==> src/rtl/wpc_pkg.sv <==
package wpc_pkg;
   typedef enum logic {
      SRC_INSTR = 1'b0,
      SRC_LDST  = 1'b1
   } wpc_src_e;

   function automatic int unsigned wpc_max(input int unsigned a, input int unsigned b);
      return (a > b) ? a : b;
   endfunction
endpackage

==> src/rtl/wpc_src_mux.sv <==
module wpc_src_mux
   import wpc_pkg::*;
#(
   parameter int unsigned NUM_IWP = 4,
   parameter int unsigned NUM_LWP = 2,
   parameter int unsigned SEL_W   = 2
) (
   input  logic               clk_i,
   input  logic               rst_ni,
   input  logic               load_i,
   input  logic               load_src_i,
   input  logic [SEL_W-1:0]   load_sel_i,
   input  logic [NUM_IWP-1:0] iwp_i,
   input  logic [NUM_LWP-1:0] lwp_i,
   output logic               evt_o
);
   wpc_src_e         src_q;
   logic [SEL_W-1:0] sel_q;
   logic             hit_i_line;
   logic             hit_l_line;

   always_ff @(posedge clk_i or negedge rst_ni) begin
      if (!rst_ni) begin
         src_q <= SRC_INSTR;
         sel_q <= '0;
      end else if (load_i) begin
         src_q <= wpc_src_e'(load_src_i);
         sel_q <= load_sel_i;
      end
   end

   always_comb begin
      hit_i_line = 1'b0;
      for (int i = 0; i < int'(NUM_IWP); i++)
         if (sel_q == SEL_W'(i)) hit_i_line = iwp_i[i];
   end

   always_comb begin
      hit_l_line = 1'b0;
      for (int i = 0; i < int'(NUM_LWP); i++)
         if (sel_q == SEL_W'(i)) hit_l_line = lwp_i[i];
   end

   assign evt_o = (src_q == SRC_LDST) ? hit_l_line : hit_i_line;

   // A load/store select past the last line can never produce a hit.
   AST_LDST_SEL_RANGE: assert property (@(posedge clk_i) disable iff (!rst_ni)
      (src_q == SRC_LDST && int'(sel_q) >= int'(NUM_LWP)) |-> !evt_o);
endmodule

==> src/rtl/wpc_down_cnt.sv <==
module wpc_down_cnt #(
   parameter int unsigned CNT_W = 16,
   parameter int unsigned REC_W = 3
) (
   input  logic             clk_i,
   input  logic             rst_ni,
   input  logic             load_i,
   input  logic             load_en_i,
   input  logic [CNT_W-1:0] load_val_i,
   input  logic             evt_i,
   input  logic [REC_W-1:0] rec_i,
   output logic [CNT_W-1:0] cnt_o,
   output logic             zero_o,
   output logic             expire_o
);
   localparam int unsigned SUM_W = CNT_W + 1;
   localparam logic [CNT_W-1:0] CNT_MAX = '1;

   logic [CNT_W-1:0] cnt_q;
   logic             en_q;
   logic             exp_q;
   logic             live;
   logic             dec;
   logic [SUM_W-1:0] sum;
   logic [CNT_W-1:0] cnt_step;

   assign live = en_q && (cnt_q != '0);
   assign dec  = live && evt_i;

   always_comb begin
      sum = {1'b0, cnt_q} + SUM_W'(rec_i) - SUM_W'(dec);
      cnt_step = sum[CNT_W] ? CNT_MAX : sum[CNT_W-1:0];
   end

   always_ff @(posedge clk_i or negedge rst_ni) begin
      if (!rst_ni) begin
         cnt_q <= '0;
         en_q  <= 1'b0;
         exp_q <= 1'b0;
      end else if (load_i) begin
         cnt_q <= load_val_i;
         en_q  <= load_en_i;
         exp_q <= 1'b0;
      end else if (live) begin
         cnt_q <= cnt_step;
         exp_q <= (cnt_step == '0);
      end else begin
         exp_q <= 1'b0;
      end
   end

   assign cnt_o    = cnt_q;
   assign zero_o   = (cnt_q == '0);
   assign expire_o = exp_q;

   AST_ZERO_FROZEN: assert property (@(posedge clk_i) disable iff (!rst_ni)
      (zero_o && !load_i) |=> zero_o);
   AST_DISABLED_HOLD: assert property (@(posedge clk_i) disable iff (!rst_ni)
      (!en_q && !load_i) |=> $stable(cnt_o));
   AST_HIT_FLUSH_CANCEL: assert property (@(posedge clk_i) disable iff (!rst_ni)
      (!load_i && live && evt_i && rec_i == REC_W'(1)) |=> $stable(cnt_o));
   AST_NO_WRAP: assert property (@(posedge clk_i) disable iff (!rst_ni)
      (!load_i && live && cnt_o == CNT_MAX && !evt_i) |=> cnt_o == CNT_MAX);
   AST_EXPIRE_SINGLE: assert property (@(posedge clk_i) disable iff (!rst_ni)
      expire_o |=> !expire_o);
   AST_EXPIRE_AT_ZERO: assert property (@(posedge clk_i) disable iff (!rst_ni)
      expire_o |-> zero_o);
   AST_LOAD_WINS: assert property (@(posedge clk_i) disable iff (!rst_ni)
      load_i |=> (cnt_o == $past(load_val_i) && !expire_o));
endmodule

==> src/rtl/wp_event_counter.sv <==
module wp_event_counter
   import wpc_pkg::*;
#(
   parameter int unsigned NUM_CNT = 2,
   parameter int unsigned CNT_W   = 16,
   parameter int unsigned NUM_IWP = 4,
   parameter int unsigned NUM_LWP = 2,
   parameter int unsigned REC_W   = 3,
   localparam int unsigned IDX_W  = (NUM_CNT > 1) ? $clog2(NUM_CNT) : 1,
   localparam int unsigned SEL_MX = wpc_max(NUM_IWP, NUM_LWP),
   localparam int unsigned SEL_W  = (SEL_MX > 1) ? $clog2(SEL_MX) : 1
) (
   input  logic                     clk_i,
   input  logic                     rst_ni,
   input  logic                     cfg_we_i,
   input  logic [IDX_W-1:0]         cfg_idx_i,
   input  logic                     cfg_en_i,
   input  logic                     cfg_src_i,
   input  logic [SEL_W-1:0]         cfg_sel_i,
   input  logic [CNT_W-1:0]         cfg_val_i,
   input  logic [NUM_IWP-1:0]       iwp_evt_i,
   input  logic [NUM_LWP-1:0]       lwp_evt_i,
   input  logic [NUM_CNT*REC_W-1:0] rec_amt_i,
   output logic [NUM_CNT*CNT_W-1:0] cnt_o,
   output logic [NUM_CNT-1:0]       zero_o,
   output logic [NUM_CNT-1:0]       expire_o
);
   if (NUM_CNT < 1)          begin : g_bad_cnt  $error("NUM_CNT must be at least 1");   end
   if (CNT_W < 2)            begin : g_bad_w    $error("CNT_W must be at least 2");     end
   if (REC_W < 1 || REC_W >= CNT_W) begin : g_bad_rec $error("REC_W must be 1..CNT_W-1"); end
   if (NUM_IWP < 1 || NUM_LWP < 1)  begin : g_bad_src $error("each source kind needs a line"); end

   logic [NUM_CNT-1:0] load_vec;

   always_comb begin
      load_vec = '0;
      for (int c = 0; c < int'(NUM_CNT); c++)
         load_vec[c] = cfg_we_i && (cfg_idx_i == IDX_W'(c));
   end

   for (genvar c = 0; c < NUM_CNT; c++) begin : g_slot
      logic evt_sel;

      wpc_src_mux #(
         .NUM_IWP (NUM_IWP),
         .NUM_LWP (NUM_LWP),
         .SEL_W   (SEL_W)
      ) mux_i (
         .clk_i      (clk_i),
         .rst_ni     (rst_ni),
         .load_i     (load_vec[c]),
         .load_src_i (cfg_src_i),
         .load_sel_i (cfg_sel_i),
         .iwp_i      (iwp_evt_i),
         .lwp_i      (lwp_evt_i),
         .evt_o      (evt_sel)
      );

      wpc_down_cnt #(
         .CNT_W (CNT_W),
         .REC_W (REC_W)
      ) cnt_i (
         .clk_i      (clk_i),
         .rst_ni     (rst_ni),
         .load_i     (load_vec[c]),
         .load_en_i  (cfg_en_i),
         .load_val_i (cfg_val_i),
         .evt_i      (evt_sel),
         .rec_i      (rec_amt_i[c*REC_W +: REC_W]),
         .cnt_o      (cnt_o[c*CNT_W +: CNT_W]),
         .zero_o     (zero_o[c]),
         .expire_o   (expire_o[c])
      );
   end

   AST_UNTOUCHED_SLOT: assert property (@(posedge clk_i) disable iff (!rst_ni)
      (cfg_we_i && cfg_idx_i == '0 && zero_o[NUM_CNT-1] && NUM_CNT > 1) |=> zero_o[NUM_CNT-1]);
   AST_RESET_QUIET: assert property (@(posedge clk_i) disable iff (!rst_ni)
      $rose(rst_ni) |-> (expire_o == '0));
endmodule

==> config.mk <==
export PLATFORM = sky130hd
export DESIGN_NAME = wp_event_counter
export DESIGN_NICKNAME = d
export VERILOG_FILES = /design/src/rtl/wpc_pkg.sv /design/src/rtl/wpc_src_mux.sv /design/src/rtl/wpc_down_cnt.sv /design/src/rtl/wp_event_counter.sv
export SDC_FILE = /design/constraint.sdc
export NUM_CORES = 1
export LEC_CHECK = 0
export BUFFER_PORTS_ARGS = -buffer_cell sky130_fd_sc_hd__buf_2
export CAP_MARGIN = 15
export CORE_ASPECT_RATIO = 2
export CORE_MARGIN = 3
export CORE_UTILIZATION = 52
export DETAILED_ROUTE_END_ITERATION = 6
export PLACE_DENSITY = 0.79
export RECOVER_POWER = 50
export SYNTH_ARGS = -nofsm -noshare
export SYNTH_HDL_FRONTEND = slang
export SYNTH_SLANG_ARGS = --single-unit
==> constraint.sdc <==
create_clock -name clk_i -period 4.1 [get_ports clk_i]
set_input_delay 0.82 -clock clk_i [delete_from_list [all_inputs] [get_ports clk_i]]
set_output_delay 0.82 -clock clk_i [all_outputs]
set_load 0.01 [all_outputs]
# After elaboration in Yosys (flattened, before gate mapping)
# Index checks and enable logic that the tools add are counted.
# classes
addsub	4
mul	0
div	0
n_lt_le_gt_ge	0
eq_ne	6
shifts	0
n_mux	24
bitwise_logic	1
reduce_logical	16
# op_table
cell	count
16-bit two-way mux	6
16-bit logical NOT	4
16-bit by 3-bit adder with 17-bit output	2
17-bit by 1-bit subtractor with 17-bit output	2
16-bit nonzero test	2
1-bit two-way mux	18
2-bit == test (second input constant)	4
1-bit logical AND	6
2-bit by 1-bit == test with 1-bit output (second input constant)	2
2-bit logical NOT	2
2-bit nonzero test	2
1-bit NOT	1
# word_totals
reg_bits	42
latch_bits	0
mem_bits_rw	0
mem_bits_ro	0
elab_cells	61
memories	0

# Depth between registers and ports, before layout
# Gate-level depths: netlist (run 1).
# depth
ltp_word	12
depth_mapped	21
ltp_nobuf	19

# Hierarchy
# Synthesis (run 1) repeated with hierarchy kept, for this count alone.
# hier_totals
hier_cells	504
area_unflattened_um2	4232.8
# by_module_without_submodules
mod	instances	cells_each	area_per_inst_um2	seq_area_each_um2
wpc_down_cnt at g_slot[1].cnt_i	1	246	1971.9	450.4
wpc_down_cnt at g_slot[0].cnt_i	1	236	1931.9	450.4
wpc_src_mux	2	10	156.4	75.1
wp_event_counter	1	2	16.3	0.0

# Worst setup path after synthesis (run 1)
# No wires, ideal clock.
# synth_timing
path_kind	reg-to-reg
startpoint	register g_slot[0].cnt_i.cnt_q[15]
endpoint	register g_slot[0].cnt_i.cnt_q[15]
setup_time_ns	0.121
arrival_ns	4.251
slack_ns	-0.272
path_stages_with_launch	20
path_buffers	1
synth_period_minus_slack_ns	4.372
path_cell_list	dfrtp_1 -> inv_1 -> ha_1 -> nand4_1 -> nor4b_1 -> nand2b_1 -> clkbuf_1 -> nor2_1 -> ha_1 -> inv_1 -> ha_1 -> inv_1 -> fa_1 -> nor2b_4 -> o31ai_2 -> a21oi_2 -> o41a_1 -> a211o_2 -> or3b_1 -> a22o_1
# synth_via
elab_chain_cells	7
elab_cells_between_ends	9
classes_between	add/sub: 2; mux: 3; reduce/logical: 4
# synth_lines
element	line	text
from (decl)	wpc_down_cnt.sv:19	logic [CNT_W-1:0] cnt_q;
from (signal assigned)	wpc_down_cnt.sv:41	cnt_q <= load_val_i;
from (signal assigned)	wpc_down_cnt.sv:45	cnt_q <= cnt_step;
parallel branches: the longest is 7 deep, another holds 16-bit by 3-bit adder with 17-bit output	-	
# Several ways; the timed one is not identified. The select of a mux whose other input is x is not followed.
# A chain may end at the register's enable or synchronous reset.

# Worst setup path in the final report (run 1)
# layout_timing
startpoint	input port lwp_evt_i[1]
endpoint	register g_slot[1].cnt_i.exp_q
# layout_via
elab_chain_cells	8
# layout_lines
element	line	text
from (decl)	wp_event_counter.sv:22	input logic [NUM_LWP-1:0] lwp_evt_i,
1-bit two-way mux	wpc_src_mux.sv:41	if (sel_q == SEL_W'(i)) hit_l_line = lwp_i[i];
1-bit two-way mux	wpc_src_mux.sv:44	assign evt_o = (src_q == SRC_LDST) ? hit_l_line : hit_i_line;
1-bit logical AND	wpc_down_cnt.sv:28	assign dec = live && evt_i;
17-bit by 1-bit subtractor with 17-bit output	wpc_down_cnt.sv:31	sum = {1'b0, cnt_q} + SUM_W'(rec_i) - SUM_W'(dec);
16-bit two-way mux	wpc_down_cnt.sv:32	cnt_step = sum[CNT_W] ? CNT_MAX : sum[CNT_W-1:0];
16-bit logical NOT	wpc_down_cnt.sv:46	exp_q <= (cnt_step == '0);
1-bit two-way mux	wpc_down_cnt.sv:44	end else if (live) begin
1-bit two-way mux	wpc_down_cnt.sv:40	end else if (load_i) begin
to (signal assigned)	wpc_down_cnt.sv:46	
to (decl)	wpc_down_cnt.sv:21	logic exp_q;
# No other way between the ends.

==> results of run 1 <==
## layout make-up
cell class / count / area, sq um
multi-input cells: 374 / 3020
fillers: 603 / 2190
flip-flops and latches: 42 / 1050
repair buffers: 129 / 841
inverters: 63 / 236
clock buffers: 5 / 125
well taps: 94 / 118
clock inverters: 3 / 25.0
## kinds of logic after synthesis
family	after synthesis	synth area share
and+or+nand+nor	156	0.197
DFF	42	0.259
xor gates and xnor gates	24	0.0518
buffers and inverters	82	0.0808
AOI/OAI and AO/OA	130	0.210
adders and majority gates	52	0.164
muxes	12	0.0370
## worst max-delay path by stage
stage / to
finish: g_slot[1].cnt_i.expire_o$_DFF_PN0_
floorplan: g_slot[0].cnt_i.cnt_o[15]$_DFFE_PN0P_
CTS: g_slot[1].cnt_i.expire_o$_DFF_PN0_
global placement: g_slot[1].cnt_i.expire_o$_DFF_PN0_
global route: g_slot[1].cnt_i.expire_o$_DFF_PN0_
detailed placement: g_slot[1].cnt_i.expire_o$_DFF_PN0_
## sequential cells by signal, indices dropped and copies added (netlist names)
name	flops
g_slot.cnt_i.cnt_o	32
g_slot.cnt_i.expire_o	2
g_slot.mux_i.sel_q	4
g_slot.mux_i.src_q	2
g_slot.cnt_i.en_q	2
## cell usage after synthesis, drive strengths merged (3+ instances only)
cell     count  area (sq um)
a221o        3          30.0
o2111ai      3          26.3
ha          50           626
buf          6          42.5
o21ai       50           254
o22ai       21           131
mux2         4          45.0
nand2b       6          37.5
nor3        14          70.1
nor4b        6          58.8
o21a         3          30.0
nor2b       13          88.8
mux2i        6          60.1
nand4        4          25.0
xor2         9          78.8
dfrtp       42          1050
nor2        24          90.1
a21oi       21           109
nand2       60           225
nand3b       3          22.5
xnor2       15           131
a21o         4          30.0
nand3        4          20.0
clkbuf      13          48.8
o211ai       4          30.0
inv         63           236
and3         6          37.5
## stage by stage
step	hold slack (ns)	cells	TNS, ns
final	0.514	710	-0.244
after floorplan	0.468	498	-0.0228
after global placement	0.485	698	-7.73
after CTS	0.518	706	-0.235
after global routing	0.539	710	-0.673
after detailed placement	0.494	698	-10.58
## layer usage
metal  global-route usage  wire, um
met5                    0         0
met4                0.208       784
met3               0.0205       419
met2                0.509      7130
met1                0.273      4330
## what timing repair did
action,4_1_cts,5_1_grt
setup buffers,0,3
endpoints found under the hold margin,0,0
cloned,0,1
resized for setup,13,61
pin swaps,3,22
endpoints found under the setup margin,24,34
hold buffers,0,0
## critical path: stages
cell	delay, ns
buf_6	0.09
mux4_2	0.47
mux2i_2	0.18
buf_4	0.16
nor2b_4	0.04
ha_4	0.25
inv_2	0.04
ha_4	0.15
inv_2	0.06
fa_2	0.22
nor2b_2	0.05
o31a_1	0.33
buf_6	0.14
o21a_4	0.22
a31o_4	0.24
and3_4	0.16
a2111o_1	0.42
nor2_1	0.22
and3_1	0.20
## layout by cell type, fill, tap and decap left out, types with 6 or more instances in the layout
cell type	instances
buf_4	52
o22ai_1	13
nand2_1	60
dfrtp_1	42
ha_1	47
inv_1	60
clkbuf_16	6
nor3_1	9
clkbuf_1	13
xor2_1	8
nor2_1	24
a21oi_1	20
nor2b_1	9
buf_2	56
o21ai_0	39
o21ai_1	7
xnor2_1	14
==> flow_summary.toml, run 1 <==
[run_status]
status = "complete, but fails checks"
violations = "capacitance limit, slew limit, setup timing"

[yosys]
syn-num-nets = 586
yosys_warnings = 0
synth-main-ff-cell = "dfrtp_1"
synth-seq-cells = 42
syn_area_sq_um = 4060
syn_inst = 498
ys_seq_area_frac = 0.259
synthArstFlopShare = 1.00
synth_cell_type_count = 64
syn_avg_cell_area_sq_um = 8.15
synth_edf_count = 0

[critical_path]
critPathArrivalTime_ns = 4.47
worst_setup_path_start_kind = "primary input"
cp_data_required_time_ns = 4.33
crit_path_start = "lwp_evt_i[1]"
critPathCaptureType = "flop"
rrSetupSlack_ns = -0.07
reg2reg_from = "g_slot[1].cnt_i.cnt_o[14]$_DFFE_PN0P_"
critPathMaxFanout = 3
r2r_cells = 20
critPathKind = "primary input to flop"
reg2reg_to = "g_slot[1].cnt_i.expire_o$_DFF_PN0_"

[global_routing]
grt_pass1_vias = 4237
grt-ovfl-total = 0
grt_first_pass_wirelength_um = 18800
antenna_found_initial = 0
grt.total_usage = 0.277
grt_max_degree = 43

[clock_tree]
cts_tree = "yes"
clk_root_buffer_cell = "clkbuf_16"
htreeDepth = 2
cts_buffer_depth = 2
numCtsBuffers = 5
clock_latency_ns = 0.29
clkTransAtPathRegs_ns = 0.07
cts.sinks = 42

[timing]
tightest_slew_ns = 2.19
rsz0062_at_grt = "true"
fin_crit_sh = 1.04
hold_viol_final = 0
slew_headroom = -0.461
setup_violations = 4
period_minus_slack_ns = 4.25
worst_slack_ns = -0.147
slew_violations = 43
fin_worst_skew_ns = 0.00951
max_freq_mhz = 235

[routing]
via_count = 4223
wirelength_um = 12700
ant_nets = 0
post_drt_via_cell_ratio = 5.95
drt_iter0_drc = 179
drcViolationCount = 0
wl_per_cell_um = 17.8
dr.pass1.iters = 5

[hold_path]
whs_endpoint = "g_slot[1].cnt_i.en_q$_DFFE_PN0P_"
hold_class = "flop to flop"
min_path_cells = 1
holdCritStartpoint = "g_slot[1].cnt_i.en_q$_DFFE_PN0P_"

[floorplan]
ios = 72
start_util = 0.534
die_h_um = 131
rows = 45
die_x_um = 68.5
dieArea_sq_um = 8960
core_area_sq_um = 7600

[layout]
final_layout_size_suffix_gt1_frac = 0.308
post-route-util = 0.712
area_growth_syn_to_layout_pct = 33.5
fin_area_sq_um = 5420
diodes = 0
nNetsFinal = 703

[place]
hpwl_um = 9550
dpl_cell_area_sq_um = 4870
dpl_worst_slack_ns = -0.559
gp_congestion = 0.911
io_buffers = 71

[run]
max_cap_violations = 1
Power of run 1 is not shown: default switching activity piles up to over one toggle a cycle in this logic, so the estimate is an artifact.
==> inputs of run 2 (changes only) <==
--- a/config.mk
+++ b/config.mk
@@ -5,14 +5,16 @@
 export SDC_FILE = /design/constraint.sdc
 export NUM_CORES = 1
 export LEC_CHECK = 0
+export ABC_AREA = 1
 export BUFFER_PORTS_ARGS = -buffer_cell sky130_fd_sc_hd__buf_2
 export CAP_MARGIN = 15
 export CORE_ASPECT_RATIO = 2
 export CORE_MARGIN = 3
-export CORE_UTILIZATION = 52
+export CORE_UTILIZATION = 53
 export DETAILED_ROUTE_END_ITERATION = 6
 export PLACE_DENSITY = 0.79
 export RECOVER_POWER = 50
+export REMOVE_ABC_BUFFERS = 1
 export SYNTH_ARGS = -nofsm -noshare
 export SYNTH_HDL_FRONTEND = slang
 export SYNTH_SLANG_ARGS = --single-unit
==> run 2 against run 1 <==
Against the previous run: the flow finishes with violations (capacitance limit, slew limit); clock skew about the same; setup slack better by 0.57 ns; final cell count up 28%; first-iteration DRC count up 59%; global-route usage up 1.6 points; die area up 12%; synthesized area up 15%; critical path type is now flop to flop.
==> flow_summary.toml, run 2 <==
[yosys]
synth_top_cells_by_area = "dfrtp_1, nand2_1, ha_1"
yosys_warnings = 0
synth_largest_area_cell = "dfrtp_1"
ys_seq_area_frac = 0.226
synth-seq-cells = 42
syn_inst = 744
synth-main-ff-cell = "dfrtp_1"
synth_top_area_frac = 0.226
syn_avg_cell_area_sq_um = 6.25
ys_top_cells_by_count = "nand2_1, inv_1, nand3_1"
synth.most_common_cell = "nand2_1"
synth_edf_count = 0
synthArstFlopShare = 1.00
synth_cell_type_count = 37
syn_area_sq_um = 4650

[layout]
final_cell_mix = "nand2_1, inv_1, nand3_1, buf_2, ha_1"
nNetsFinal = 899
diodes = 0
largest_register_ffs = 32
area_growth_syn_to_layout_pct = 11.8
final_layout_size_suffix_gt1_frac = 0.111
layout_commonest_cell = "nand2_1"
fin_area_sq_um = 5200
final_cells = 910

[place]
hpwl_um = 12200
place_inst = 902
io_buffers = 71
gp_congestion = 0.944
dpl_cell_area_sq_um = 5070

[routing]
wl_per_cell_um = 15.8
drcViolationCount = 0
post_drt_via_cell_ratio = 5.49
wirelength_um = 14400
ant_nets = 0
dr.pass1.iters = 5
drt_iter0_drc = 285
via_count = 4994

[global_routing]
grt_first_pass_wirelength_um = 23100
antenna_found_initial = 0
grt.total_usage = 0.293
grt_max_degree = 43
grt_pass1_vias = 5135
grt-ovfl-total = 0

[timing]
slew_headroom = -0.505
period_minus_slack_ns = 3.68
tns_ns = 0
rsz0062_at_grt = "false"
fin_worst_skew_ns = 0.0100
hold_viol_final = 0
max_freq_mhz = 272
slew_violations = 43
tightest_slew_ns = 2.26
fin_crit_sh = 0.896
setup_violations = 0

[run]
max_cap_violations = 1

[critical_path]
critPathArrivalTime_ns = 3.82
cp_data_required_time_ns = 4.24
worstSetupEndpoint = "g_slot[0].cnt_i.cnt_o[14]$_DFFE_PN0P_"
cp_slowest_stage_delay_ns = 0.41
path_cells = "inv_1, ha_1, nand2_1, nor3_1, nand2_1, nand2_1, a21oi_1, ha_1, inv_1, ha_1, inv_1, fa_1, nand3b_1, nand2_1, nand2_1, nand2_1, nand2_2, nand2_1, nand2_2, nand2_4, nand2_4, o21ai_2, o21ai_1"
critPathKind = "flop to flop"
r2r_cells = 23
worst_setup_path_start_kind = "flop"
critPathCaptureType = "flop"
crit_slowest_cell = "dfrtp_1"
reg2reg_from = "g_slot[0].cnt_i.cnt_o[10]$_DFFE_PN0P_"
crit_path_start = "g_slot[0].cnt_i.cnt_o[10]$_DFFE_PN0P_"
critPathMaxFanout = 9
rrSetupSlack_ns = 0.42
reg2reg_to = "g_slot[0].cnt_i.cnt_o[14]$_DFFE_PN0P_"
worst_path_most_repeated_cell = "nand2_1"

[floorplan]
dieArea_sq_um = 10000
core_area_sq_um = 8410
ios = 72
die_x_um = 72.2
die_h_um = 138
rows = 47
start_util = 0.553

[hold_path]
holdCritStartpoint = "g_slot[1].cnt_i.en_q$_DFFE_PN0P_"
hold_class = "flop to flop"

[clock_tree]
post_cts_buffers = 0
cts.sinks = 42
cts_buffer_depth = 2
postCtsResizedCells = 0
cts_tree = "yes"
htreeDepth = 2
numCtsBuffers = 5
clk_root_buffer_cell = "clkbuf_16"
clkTransAtPathRegs_ns = 0.07
holdBufCountCts = 0
clock_latency_ns = 0.29

[run_status]
violations = "capacitance limit, slew limit"
status = "complete, but fails checks"
## run 2: cell count changes after synthesis, moves of 14 or more
cell,change
a21oi_1,+14
inv_1,+86
nand2_1,+172
nand3_1,+55
nor2_1,+22
o21ai_0,-31
o21bai_1,+15
xnor2_1,-14
## run 2: cell type report
cell class / count / area (sq um)
clock inverter: 3 / 21.3
sequential: 42 / 1050
inverter: 151 / 567
fill: 841 / 3210
tap: 98 / 123
multi-input combinational: 537 / 2950
clock buffer: 5 / 125
timing repair buffer: 74 / 359
## run 2: kinds of logic (layout without fill, tap and decap cells)
logic type / Yosys count / in the layout / share of synthesized area
buf+inv: 165 / 233 / 0.139
fa+ha+maj: 52 / 52 / 0.143
simple gates: 378 / 378 / 0.349
xor+xnor: 4 / 4 / 0.00754
flops: 42 / 42 / 0.226
compound gates: 103 / 103 / 0.135
## run 2: how the worst min path moves through the flow
| stage | end | slack (ns) | depth (start not counted) |
|---|---|---|---|
| 6_report | g_slot[1].cnt_i.en_q$_DFFE_PN0P_ | 0.53 | 2 |
| 2_1_floorplan | g_slot[0].cnt_i.en_q$_DFFE_PN0P_ | 0.48 | 2 |
| 4_1_cts | g_slot[1].cnt_i.en_q$_DFFE_PN0P_ | 0.52 | 2 |
| 3_5_place_dp | g_slot[0].mux_i.sel_q[1]$_DFFE_PN0P_ | 0.51 | 2 |
| 5_1_grt | g_slot[0].mux_i.sel_q[1]$_DFFE_PN0P_ | 0.55 | 2 |
| 3_3_place_gp | g_slot[0].mux_i.sel_q[1]$_DFFE_PN0P_ | 0.50 | 2 |
## run 2: worst max-delay path, delay by kind of cell, from the launching register on
kind / cells / cell delay [ns]
AO/OA/AOI/OAI: 3 / 0.28
adder cells (fa/ha/maj): 4 / 1.00
buffers and inverters: 3 / 0.24
flip-flops: 1 / 0.41
AND/OR/NAND/NOR: 13 / 1.59
## run 2: metrics by stage
step                setup slack [ns]  utilization  hold WS, ns
floorplan                      0.791            -        0.475
global placement               0.431        0.603        0.500
detailed placement             0.340        0.603        0.510
CTS                            0.444        0.621        0.525
global route                  0.0225        0.618        0.551
finish                         0.424        0.618        0.526
## run 2: per-layer routing
metal  GRT usage  share of wire  vias to the layer above
met4       0.272          0.099                        0
li1            -              -                     2482
met3      0.0196          0.028                       89
met2       0.549           0.55                      168
met1       0.258           0.32                     2255
met5           0              0                        -
Power of run 2 is left out for the same reason.
